--- src/rtl/isp_pkg.sv ---
package isp_pkg;

  localparam int IR_W = 4;

  localparam logic [IR_W-1:0] OP_HOLD    = 4'h1;
  localparam logic [IR_W-1:0] OP_RELEASE = 4'h2;
  localparam logic [IR_W-1:0] OP_PROG    = 4'h3;
  localparam logic [IR_W-1:0] OP_BYPASS  = 4'hF;
  localparam logic [IR_W-1:0] IR_CAPTURE = 4'b0001;

  typedef enum logic [3:0] {
    ST_RESET, ST_IDLE,
    ST_SEL_DR, ST_CAP_DR, ST_SH_DR, ST_EX1_DR, ST_PA_DR, ST_EX2_DR, ST_UPD_DR,
    ST_SEL_IR, ST_CAP_IR, ST_SH_IR, ST_EX1_IR, ST_PA_IR, ST_EX2_IR, ST_UPD_IR
  } tap_state_t;

  typedef enum logic [1:0] {
    OWN_NONE, OWN_EXT, OWN_INT, OWN_JTAG
  } owner_t;

endpackage

--- src/rtl/isp_sync.sv ---
module isp_sync #(
  parameter int W      = 1,
  parameter int STAGES = 2
) (
  input  logic         clk,
  input  logic         rst,
  input  logic [W-1:0] d,
  output logic [W-1:0] q
);
  localparam int PW = W * STAGES;

  logic [PW-1:0] pipe;

  always_ff @(posedge clk) begin
    if (rst) pipe <= '0;
    else     pipe <= {pipe[PW-W-1:0], d};
  end

  assign q = pipe[PW-1 -: W];

  initial begin
    assert (STAGES >= 2) else $error("synchroniser needs two stages");
  end
endmodule

--- src/rtl/isp_tap.sv ---
module isp_tap
  import isp_pkg::*;
(
  input  logic       clk,
  input  logic       rst,
  input  logic       tck_rise,
  input  logic       tms,
  output tap_state_t state
);
  tap_state_t nxt;

  always_comb begin
    unique case (state)
      ST_RESET:  nxt = tms ? ST_RESET  : ST_IDLE;
      ST_IDLE:   nxt = tms ? ST_SEL_DR : ST_IDLE;
      ST_SEL_DR: nxt = tms ? ST_SEL_IR : ST_CAP_DR;
      ST_CAP_DR: nxt = tms ? ST_EX1_DR : ST_SH_DR;
      ST_SH_DR:  nxt = tms ? ST_EX1_DR : ST_SH_DR;
      ST_EX1_DR: nxt = tms ? ST_UPD_DR : ST_PA_DR;
      ST_PA_DR:  nxt = tms ? ST_EX2_DR : ST_PA_DR;
      ST_EX2_DR: nxt = tms ? ST_UPD_DR : ST_SH_DR;
      ST_UPD_DR: nxt = tms ? ST_SEL_DR : ST_IDLE;
      ST_SEL_IR: nxt = tms ? ST_RESET  : ST_CAP_IR;
      ST_CAP_IR: nxt = tms ? ST_EX1_IR : ST_SH_IR;
      ST_SH_IR:  nxt = tms ? ST_EX1_IR : ST_SH_IR;
      ST_EX1_IR: nxt = tms ? ST_UPD_IR : ST_PA_IR;
      ST_PA_IR:  nxt = tms ? ST_EX2_IR : ST_PA_IR;
      ST_EX2_IR: nxt = tms ? ST_UPD_IR : ST_SH_IR;
      ST_UPD_IR: nxt = tms ? ST_SEL_DR : ST_IDLE;
      default:   nxt = ST_RESET;
    endcase
  end

  always_ff @(posedge clk) begin
    if (rst)           state <= ST_RESET;
    else if (tck_rise) state <= nxt;
  end

  // the TAP only moves on a detected TCK rising edge
  p_tap_moves_on_tck_r2: assert property (@(posedge clk) disable iff (rst)
    !tck_rise |=> $stable(state));
endmodule

--- src/rtl/isp_ir.sv ---
module isp_ir
  import isp_pkg::*;
(
  input  logic       clk,
  input  logic       rst,
  input  logic       tck_rise,
  input  logic       tck_fall,
  input  logic       tdi,
  input  tap_state_t state,
  output logic       tdo,
  output logic       tdo_oe,
  output logic       upd_hold,
  output logic       upd_release,
  output logic       upd_prog,
  output logic       in_reset
);
  logic [IR_W-1:0] ir_sr;
  logic            bp_q;

  always_ff @(posedge clk) begin
    if (rst) begin
      ir_sr       <= OP_BYPASS;
      bp_q        <= 1'b0;
      tdo         <= 1'b0;
      tdo_oe      <= 1'b0;
      upd_hold    <= 1'b0;
      upd_release <= 1'b0;
      upd_prog    <= 1'b0;
    end else begin
      upd_hold    <= 1'b0;
      upd_release <= 1'b0;
      upd_prog    <= 1'b0;
      if (tck_rise) begin
        unique case (state)
          ST_CAP_IR: ir_sr <= IR_CAPTURE;
          ST_SH_IR:  ir_sr <= {tdi, ir_sr[IR_W-1:1]};
          ST_CAP_DR: bp_q  <= 1'b0;
          ST_SH_DR:  bp_q  <= tdi;
          default:   ;
        endcase
      end
      if (tck_fall) begin
        tdo_oe <= (state == ST_SH_IR) || (state == ST_SH_DR);
        tdo    <= (state == ST_SH_IR) ? ir_sr[0] : bp_q;
        if (state == ST_UPD_IR) begin
          unique case (ir_sr)
            OP_HOLD:    upd_hold    <= 1'b1;
            OP_RELEASE: upd_release <= 1'b1;
            OP_PROG:    upd_prog    <= 1'b1;
            default:    ;
          endcase
        end
      end
    end
  end

  assign in_reset = (state == ST_RESET);

  // TDO is enabled only after a falling edge seen in a shift state
  p_tdo_oe_shift_r3: assert property (@(posedge clk) disable iff (rst)
    $rose(tdo_oe) |-> $past(tck_fall) &&
      ($past(state) == ST_SH_IR || $past(state) == ST_SH_DR));
  // decode strobes are mutually exclusive
  p_one_update_r6: assert property (@(posedge clk) disable iff (rst)
    $onehot0({upd_hold, upd_release, upd_prog}));
endmodule

--- src/rtl/isp_arb.sv ---
module isp_arb
  import isp_pkg::*;
#(
  parameter int DATA_W = 16
) (
  input  logic              clk,
  input  logic              rst,
  input  logic              upd_hold,
  input  logic              upd_release,
  input  logic              upd_prog,
  input  logic              in_reset,
  input  logic              ext_req_s,
  input  logic              int_req_s,
  input  logic              ext_wen,
  input  logic [DATA_W-1:0] ext_wdata,
  input  logic              jtag_wen,
  input  logic [DATA_W-1:0] jtag_wdata,
  input  logic [DATA_W-1:0] flash_dq_i,
  output logic              hold_oe,
  output logic              reconfig_start,
  output logic              ext_gnt,
  output logic              int_gnt,
  output logic              jtag_gnt,
  output logic [DATA_W-1:0] ext_rdata,
  output logic [DATA_W-1:0] flash_dq_o,
  output logic              flash_dq_oe
);
  logic   hold_q;
  logic   prog_q;
  logic   release_c;
  owner_t owner_c;

  assign release_c = hold_q && (upd_release || (in_reset && !prog_q));

  always_ff @(posedge clk) begin
    if (rst) begin
      hold_q         <= 1'b0;
      prog_q         <= 1'b0;
      reconfig_start <= 1'b0;
    end else begin
      reconfig_start <= release_c;
      if (upd_hold)       hold_q <= 1'b1;
      else if (release_c) hold_q <= 1'b0;
      if (upd_prog)         prog_q <= 1'b1;
      else if (upd_release) prog_q <= 1'b0;
    end
  end

  always_comb begin
    if (prog_q)                    owner_c = OWN_JTAG;
    else if (ext_req_s)            owner_c = OWN_EXT;
    else if (int_req_s && !hold_q) owner_c = OWN_INT;
    else                           owner_c = OWN_NONE;
  end

  always_ff @(posedge clk) begin
    if (rst) begin
      ext_gnt     <= 1'b0;
      int_gnt     <= 1'b0;
      jtag_gnt    <= 1'b0;
      flash_dq_oe <= 1'b0;
      flash_dq_o  <= '0;
      ext_rdata   <= '0;
    end else begin
      ext_gnt     <= (owner_c == OWN_EXT);
      int_gnt     <= (owner_c == OWN_INT);
      jtag_gnt    <= (owner_c == OWN_JTAG);
      flash_dq_oe <= ((owner_c == OWN_EXT) && ext_wen) ||
                     ((owner_c == OWN_JTAG) && jtag_wen);
      flash_dq_o  <= (owner_c == OWN_JTAG) ? jtag_wdata :
                     (owner_c == OWN_EXT)  ? ext_wdata  : '0;
      ext_rdata   <= (owner_c == OWN_EXT) ? flash_dq_i : '0;
    end
  end

  assign hold_oe = hold_q;

  // an active hold leaves the internal reader without a grant
  p_hold_blocks_reader_r5: assert property (@(posedge clk) disable iff (rst)
    hold_q |=> !int_gnt);
  // a programming session owns the bus exclusively
  p_prog_exclusive_r8: assert property (@(posedge clk) disable iff (rst)
    prog_q |=> jtag_gnt && !ext_gnt && !int_gnt);
  // the external write enable cannot reach the bus during a session
  p_prog_no_ext_drive_r8: assert property (@(posedge clk) disable iff (rst)
    prog_q && !jtag_wen |=> !flash_dq_oe);
  // at most one owner at a time
  p_single_owner_r10: assert property (@(posedge clk) disable iff (rst)
    $onehot0({ext_gnt, int_gnt, jtag_gnt}));
  // the restart strobe lasts one clock
  p_strobe_one_cycle_r7: assert property (@(posedge clk) disable iff (rst)
    reconfig_start |=> !reconfig_start);
  // the hold only drops after a release request
  p_release_cause_r6: assert property (@(posedge clk) disable iff (rst)
    $fell(hold_q) |-> $past(upd_release || (in_reset && !prog_q)));
endmodule

--- src/rtl/flash_isp_ctrl.sv ---
module flash_isp_ctrl
  import isp_pkg::*;
#(
  parameter int DATA_W      = 16,
  parameter int SYNC_STAGES = 2
) (
  input  logic              clk,
  input  logic              rst,
  input  logic              tck,
  input  logic              tms,
  input  logic              tdi,
  output logic              tdo,
  output logic              tdo_oe,
  output logic              cfg_init_n,
  output logic              cfg_init_oe,
  output logic              reconfig_start,
  input  logic              ext_req,
  output logic              ext_gnt,
  input  logic              ext_wen,
  input  logic [DATA_W-1:0] ext_wdata,
  output logic [DATA_W-1:0] ext_rdata,
  input  logic              int_req,
  output logic              int_gnt,
  input  logic              jtag_wen,
  input  logic [DATA_W-1:0] jtag_wdata,
  output logic              jtag_gnt,
  input  logic [DATA_W-1:0] flash_dq_i,
  output logic [DATA_W-1:0] flash_dq_o,
  output logic [DATA_W-1:0] flash_dq_oe
);
  localparam int JTAG_PINS = 3;
  localparam int REQ_PINS  = 2;

  logic [JTAG_PINS-1:0] jtag_s;
  logic [REQ_PINS-1:0]  req_s;
  logic                 tck_d;
  logic                 tck_rise;
  logic                 tck_fall;
  tap_state_t           state;
  logic                 upd_hold, upd_release, upd_prog, in_reset;
  logic                 dq_oe_1;

  isp_sync #(.W(JTAG_PINS), .STAGES(SYNC_STAGES)) u_jtag_sync (
    .clk(clk), .rst(rst), .d({tck, tms, tdi}), .q(jtag_s));

  isp_sync #(.W(REQ_PINS), .STAGES(SYNC_STAGES)) u_req_sync (
    .clk(clk), .rst(rst), .d({ext_req, int_req}), .q(req_s));

  always_ff @(posedge clk) begin
    if (rst) tck_d <= 1'b0;
    else     tck_d <= jtag_s[2];
  end

  assign tck_rise = jtag_s[2] && !tck_d;
  assign tck_fall = !jtag_s[2] && tck_d;

  isp_tap u_tap (
    .clk(clk), .rst(rst), .tck_rise(tck_rise), .tms(jtag_s[1]), .state(state));

  isp_ir u_ir (
    .clk(clk), .rst(rst), .tck_rise(tck_rise), .tck_fall(tck_fall),
    .tdi(jtag_s[0]), .state(state), .tdo(tdo), .tdo_oe(tdo_oe),
    .upd_hold(upd_hold), .upd_release(upd_release), .upd_prog(upd_prog),
    .in_reset(in_reset));

  isp_arb #(.DATA_W(DATA_W)) u_arb (
    .clk(clk), .rst(rst),
    .upd_hold(upd_hold), .upd_release(upd_release), .upd_prog(upd_prog),
    .in_reset(in_reset), .ext_req_s(req_s[1]), .int_req_s(req_s[0]),
    .ext_wen(ext_wen), .ext_wdata(ext_wdata),
    .jtag_wen(jtag_wen), .jtag_wdata(jtag_wdata), .flash_dq_i(flash_dq_i),
    .hold_oe(cfg_init_oe), .reconfig_start(reconfig_start),
    .ext_gnt(ext_gnt), .int_gnt(int_gnt), .jtag_gnt(jtag_gnt),
    .ext_rdata(ext_rdata), .flash_dq_o(flash_dq_o), .flash_dq_oe(dq_oe_1));

  assign flash_dq_oe = {DATA_W{dq_oe_1}};
  assign cfg_init_n  = 1'b0;
endmodule

--- config.mk ---
export PLATFORM = sky130hd
export DESIGN_NAME = flash_isp_ctrl
export DESIGN_NICKNAME = d
export VERILOG_FILES = /design/src/rtl/isp_pkg.sv /design/src/rtl/isp_sync.sv /design/src/rtl/isp_tap.sv /design/src/rtl/isp_ir.sv /design/src/rtl/isp_arb.sv /design/src/rtl/flash_isp_ctrl.sv
export SDC_FILE = /design/constraint.sdc
export NUM_CORES = 1
export LEC_CHECK = 0
export ABC_AREA = 1
export BUFFER_PORTS_ARGS = -buffer_cell sky130_fd_sc_hd__clkbuf_2
export CORE_MARGIN = 1
export CORE_UTILIZATION = 45
export DETAILED_ROUTE_END_ITERATION = 16
export PLACE_DENSITY = 0.8
export RECOVER_POWER = 100
export SYNTH_ARGS = -nofsm -noshare
export SYNTH_HDL_FRONTEND = slang
export SYNTH_SLANG_ARGS = --single-unit
--- constraint.sdc ---
create_clock -name clk -period 1.3 [get_ports clk]
set_input_delay 0.26 -clock clk [delete_from_list [all_inputs] [get_ports clk]]
set_output_delay 0.26 -clock clk [all_outputs]
set_load 0.02 [all_outputs]
==> flow_metrics.py, run 1 <==
metrics = {
    "logic_synthesis": {
        "syn_area_um2": 2410,
        "yosys-top-cells-area": "dfxtp_1 53%, nor2_1 6.7%, buf_4 6.2%, a22o_1 6.2%, inv_1 5.9%",
        "synthFlopType": "dfxtp_1",
        "synth_top_area_frac": 0.532,
        "synth-seq-cells": 64,
        "synth_most_common_cell": "dfxtp_1",
        "synthCells": 285,
        "seq_area_frac_synth": 0.532,
        "ys_warn_count": 0,
        "synth_fp_nets": 342,
        "postSynthAreaPerCell_um2": 8.45,
        "synth_cell_types": 28,
        "synth.largest_area_cell": "dfxtp_1",
        "synth_async_sr_flop_share": 0,
        "synth-edff-count": 0,
        "yosys-top-cells-count": "64 x dfxtp_1, 43 x nor2_1, 38 x inv_1, 34 x nand2_1, 20 x buf_4",
    },
    "worst_hold_path": {
        "holdPathStages": 3,
        "hold_end": "u_jtag_sync.pipe[1]",
        "hold_class": "primary input to register",
        "worstHoldStart": "tms",
    },
    "setup_path": {
        "cp.required_ps": 1520,
        "rr_startpoint": "u_tap.state[2]",
        "r2r_cells": 7,
        "worstSetupStartpointType": "register",
        "rrSetupSlack_ps": 50,
        "crit_type": "register to register",
        "worst-path-max-fanout": 6,
        "crit_chain": "inv_2 > nand2_1 > nor2_2 > nor2_1 > nor2_1 > o21ai_0 > a21oi_1",
        "crit_buf_inv": 1,
        "critPathMaxStageDelay_ps": 420,
        "arrival_ps": 1460,
        "slowest_stage": "dfxtp_2",
        "rr_endpoint": "u_tap.state[3]",
        "path_delay_family": "flip-flops",
        "crit_path_end_kind": "register",
        "crit_top_cell": "nor2_1",
    },
    "clock_tree": {
        "ctsHoldBuffers": 0,
        "ctsLongestPathBuffers": 2,
        "clockRootBuffer": "clkbuf_8",
        "clk_pin_slew_ps": 70,
        "post_cts_buffers": 0,
        "cts_buffers": 9,
        "insertion_delay_ps": 340,
        "clock-sinks": 64,
        "cts_tree": "done",
        "ctsHtreeMaxLevel": 3,
    },
    "timing": {
        "timing_max_transition_violations_final": 0,
        "finalHoldViolCount": 0,
        "max_freq_mhz": 801,
        "holdWs_ps": 108,
        "timing.final.ws_setup_ps": 51.9,
        "skew_ps": 6.68,
        "rsz0062_at_grt": "false",
        "finalCritPeriodShare": 0.960,
        "finalSetupViolations": 0,
        "fin_crit_ps": 1250,
    },
    "cells_and_area": {
        "syn2layout_area_growth_pct": 28.7,
        "final_area_um2": 3100,
        "drive_gt1_frac": 0.307,
        "nFillCells": 489,
        "antennaDiodeCount": 0,
        "nets": 446,
    },
    "power": {
        "clockPowerShare": 0.432,
        "power_leakage_nw": 1.50,
        "p_seq_frac": 0.508,
        "intPower_mw": 3.04,
        "peakVddDrop_mv": 1.01,
        "total_power_mw": 3.96,
        "p_comb_frac": 0.060,
        "cellPowerDensity_nw_per_um2": 1280,
        "swShare": 0.233,
        "p_sw_mw": 0.924,
    },
    "drt": {
        "wl_met3_um": 242,
        "dr_wl_met2_um": 2620,
        "wl_per_cell_um": 11.0,
        "routed.top_layer": "met4",
        "first_pass_iters": 4,
        "route.detailed.drc": 0,
        "wl_met1_um": 2230,
        "route.detailed.vias_per_inst": 4.52,
        "first_iter_violations": 142,
        "drtAntennaViolNets": 0,
        "vias": 2096,
        "wl_um": 5110,
    },
    "floorplanning": {
        "row_count": 26,
        "ios": 113,
        "die_w_um": 75.2,
        "core_region_area_um2": 5140,
        "die_area_um2": 5650,
        "die_y_um": 75.2,
        "initial_core_util": 0.469,
    },
    "global_routing": {
        "grt_antenna_before_repair": 0,
        "grt_overflow": 0,
        "grt_max_degree": 19,
        "grt_pass1_vias": 1732,
        "track_usage": 0.179,
        "grt_pass1_wl_um": 7420,
    },
    "placed_design": {
        "post-place-ws_ps": -16.0,
        "dpl_cell_area_um2": 2930,
        "hpwl_um": 3810,
        "port_buffers": 111,
        "gp_congestion": 0.944,
    },
    "outcome": {
        "status": "finished clean",
    },
    "run": {
        "cap_violations": 0,
    },
}
==> area by class of cell <==
class	count	area (µm²)	area share
clock inverters	6	68.8	0.0222
repair buffers	117	543	0.175
inverters	45	173	0.0557
clock buffers	10	138	0.0444
multi-input cells	152	798	0.257
well taps	70	87.6	0.0282
flip-flops and latches	64	1290	0.417
==> per-layer routing <==
metal  up-vias  GRT usage
met2        63      0.290
met5         -          0
met4         0      0.105
met3         2     0.0495
met1       943      0.212
li1       1088          -
==> sequential cells by signal (all words and copies together) (netlist names) <==
register and count:
u_ir.tdo_oe 1, u_arb.ext_gnt 1, u_arb.hold_oe 1, u_arb.int_gnt 1
u_ir.ir_sr 4, u_ir.bp_q 1, u_arb.flash_dq_o 16, tck_d 1
u_req_sync.pipe 4, u_ir.upd_hold 1, u_ir.upd_release 1, u_arb.reconfig_start 1
u_tap.state 4, u_jtag_sync.pipe 6, u_ir.upd_prog 1, u_ir.tdo 1
u_arb.ext_rdata 16, u_arb.prog_q 1, u_arb.jtag_gnt 1, u_arb.flash_dq_oe 1
==> kinds of logic after synthesis <==
logic type	share of synthesized area
DFF	0.532
AOI/OAI and AO/OA	0.110
buffers and inverters	0.141
and+or+nand+nor	0.216
other	0.00156
==> per-stage QoR <==
| stage | TNS, ps | util | cells |
|---|---|---|---|
| floorplan | 0 | - | 285 |
| global placement | 0 | 0.570 | 448 |
| detailed placement | -16.0 | 0.570 | 448 |
| CTS | 0 | 0.611 | 464 |
| global route | 0 | 0.603 | 464 |
| finish | 0 | 0.603 | 464 |
==> tightest hold or removal path: stages <==
cell and delay (ps):
clkbuf_2 80, inv_1 40, nor2_1 30
==> worst max path at each step <==
stage                            from             end  slack (ps)  cells past startpoint
floorplan              u_tap.state[1]  u_tap.state[0]         130                      9
global placement       u_tap.state[0]  u_tap.state[3]          20                      7
detailed placement     u_tap.state[0]  u_tap.state[3]         -20                      7
CTS                    u_tap.state[3]   u_ir.ir_sr[1]           6                      7
global route        u_arb.flash_dq_oe  flash_dq_oe[0]           9                      1
finish                 u_tap.state[2]  u_tap.state[3]          50                      7
==> power by group through the flow <==
| stage | Combinational, mW | Clock [mW] | Sequential (mW) |
|---|---|---|---|
| 2_1_floorplan | 0.107 | 0 | 2.08 |
| 3_3_place_gp | 0.241 | 0 | 2.06 |
| 3_5_place_dp | 0.246 | 0 | 2.06 |
| 4_1_cts | 0.247 | 1.75 | 2.02 |
| 5_1_grt | 0.268 | 1.82 | 2.01 |
| 6_report | 0.239 | 1.71 | 2.01 |
==> placed cells by master, fill, tap and decap left out <==
cell type   Yosys  layout
o21ai_2         1       1
inv_4           1       1
a22o_1         17      17
bufinv_16       0       1
dfxtp_1        64      59
nor3_1          3       2
nor2_2          6       5
clkbuf_8        0      10
nand3_4         1       1
buf_4          20       3
nand3_1        15      15
nor2_1         43      43
a21oi_1         8       8
nand4_1         3       3
dfxtp_2         0       3
nand2_4         0       1
inv_1          38      38
a21oi_2         1       1
o21ai_0         6       6
o211ai_1        1       1
clkinv_2        1       1
clkinvlp_4      0       4
conb_1          1       1
o21ai_1         4       4
clkbuf_2        0      74
clkbuf_1        2      40
inv_2           4       4
nor2_4          2       3
nand2_2         4       4
nor4_1          1       2
clkinv_1        1       1
nor3_2          0       1
dfxtp_4         0       2
clkinv_4        0       1
nand2_1        34      33
==> what timing repair did <==
action / CTS / global route
pin swaps: 0 / 1
resized for setup: 3 / 8
endpoints found under the setup margin: 20 / 25
endpoints found under the hold margin: 0 / 0
Power figures use the tool's default switching activity.
==> inputs of run 2 (changes only) <==
- RECOVER_POWER: 100 -> 25
==> flow_metrics.py, run 2 (synthesized netlist as in run 1, its figures left out) <==
metrics = {
    "drt": {
        "wl_per_cell_um": 10.9,
        "first_iter_violations": 130,
        "route.detailed.vias_per_inst": 4.51,
        "first_pass_iters": 4,
        "routed.top_layer": "met4",
        "wl_met3_um": 226,
        "vias": 2094,
        "wl_met1_um": 2190,
        "wl_um": 5050,
        "route.detailed.drc": 0,
        "dr_wl_met2_um": 2620,
        "drtAntennaViolNets": 0,
    },
    "global_routing": {
        "grt_pass1_wl_um": 7420,
        "grt_max_degree": 19,
        "grt_pass1_vias": 1732,
        "grt_antenna_before_repair": 0,
        "grt_overflow": 0,
        "track_usage": 0.179,
    },
    "timing": {
        "rsz0062_at_grt": "false",
        "finalCritPeriodShare": 0.960,
        "fin_setup_tns_ps": 0,
        "timing_max_transition_violations_final": 0,
        "finalHoldViolCount": 0,
        "finalSetupViolations": 0,
        "max_freq_mhz": 801,
        "fin_crit_ps": 1250,
        "skew_ps": 6.80,
    },
    "placed_design": {
        "placed_cells": 448,
        "gp_congestion": 0.944,
        "port_buffers": 111,
        "hpwl_um": 3810,
    },
    "clock_tree": {
        "clk_pin_slew_ps": 70,
        "insertion_delay_ps": 330,
        "ctsLongestPathBuffers": 2,
        "clockRootBuffer": "clkbuf_8",
        "clock-sinks": 64,
        "cts_buffers": 9,
        "ctsHtreeMaxLevel": 3,
        "ctsHoldBuffers": 0,
        "post_cts_buffers": 0,
        "cts_tree": "done",
    },
    "cells_and_area": {
        "final_cell_mix": "112 x clkbuf_2, 59 x dfxtp_1, 43 x nor2_1, 38 x inv_1, 33 x nand2_1",
        "nets": 446,
        "multi_input_area_um2": 805,
        "nFillCells": 466,
        "seqCellArea_um2": 1290,
        "reg.largest.list": "u_arb.ext_rdata (16), u_arb.flash_dq_o (16), u_jtag_sync.pipe (6)",
        "final_common_cell": "clkbuf_2",
        "syn2layout_area_growth_pct": 31.0,
        "drive_gt1_frac": 0.406,
        "antennaDiodeCount": 0,
        "layoutNonFillerInstCount": 464,
    },
    "floorplanning": {
        "row_count": 26,
        "die_y_um": 75.2,
        "die_area_um2": 5650,
        "initial_core_util": 0.469,
        "core_region_area_um2": 5140,
        "ios": 113,
        "die_w_um": 75.2,
    },
    "setup_path": {
        "slowest_stage": "dfxtp_2",
        "worst-path-max-fanout": 6,
        "cp.required_ps": 1510,
        "crit_chain": "inv_2 > nand2_1 > nor2_2 > nor2_1 > nor2_1 > o21ai_0 > a21oi_1",
        "worstSetupStartpointType": "register",
        "crit_top_cell": "nor2_1",
        "crit_path_end_kind": "register",
        "arrival_ps": 1460,
        "rrSetupSlack_ps": 50,
        "critPathMaxStageDelay_ps": 420,
        "crit_type": "register to register",
    },
    "run": {
        "cap_violations": 0,
    },
    "worst_hold_path": {
        "hold_class": "primary input to register",
    },
    "power": {
        "cellPowerDensity_nw_per_um2": 1250,
        "total_power_mw": 3.95,
        "peakVddDrop_mv": 1.01,
        "power_leakage_nw": 1.64,
    },
    "outcome": {
        "status": "finished clean",
    },
}
==> run 2: final timing paths <==
path,from,endpoint,cells past startpoint
worst max-delay path,u_tap.state[2],u_tap.state[3],7
worst min register to register,u_jtag_sync.pipe[1],u_jtag_sync.pipe[4],2
worst min-delay path,tms,u_jtag_sync.pipe[1],3
worst max register to register,u_tap.state[2],u_tap.state[3],7
==> run 2: cell type report <==
cell class,instances,share of cell area
clock inverters,6,0.0218
well taps,70,0.0278
clock buffers,10,0.0436
inverters,45,0.0547
flip-flops and latches,64,0.410
repair buffers,117,0.187
multi-input cells,152,0.255
==> run 2: critical path, delay by kind of cell, from the launching register on <==
kind            cells  cell delay (ps)
flops               1              420
simple gates        4              370
buf+inv             1               50
compound gates      2              290
==> run 2: repair_timing <==
item / 4_1_cts / 5_1_grt
pin swaps: 0 / 1
resized for setup: 3 / 8
endpoints found under the setup margin: 20 / 25
==> run 2: routing by layer <==
metal	global-route usage	up-vias
li1	-	1089
met1	0.212	935
met2	0.290	66
met3	0.0495	4
met4	0.105	0
met5	0	-
==> run 2: per-stage QoR <==
| step | hold WS [ps] | cell area (µm²) | utilization | setup slack [ps] |
|---|---|---|---|---|
| 3_3_place_gp | 391 | 2930 | 0.570 | 22.3 |
| 3_5_place_dp | 397 | 2930 | 0.570 | -16.0 |
| 6_report | 113 | 3150 | 0.614 | 52.0 |
| 2_1_floorplan | 367 | 2410 | - | 131 |
| 4_1_cts | 84.8 | 3140 | 0.611 | 6.49 |
| 5_1_grt | 93.5 | 3150 | 0.614 | 8.50 |
==> run 2: power by group <==
part	total (mW)	switching, mW	internal, mW
clock	1.70	0.760	0.939
combinational	0.244	0.135	0.109
sequential	2.01	0.0183	1.99
total	3.95	0.913	3.04
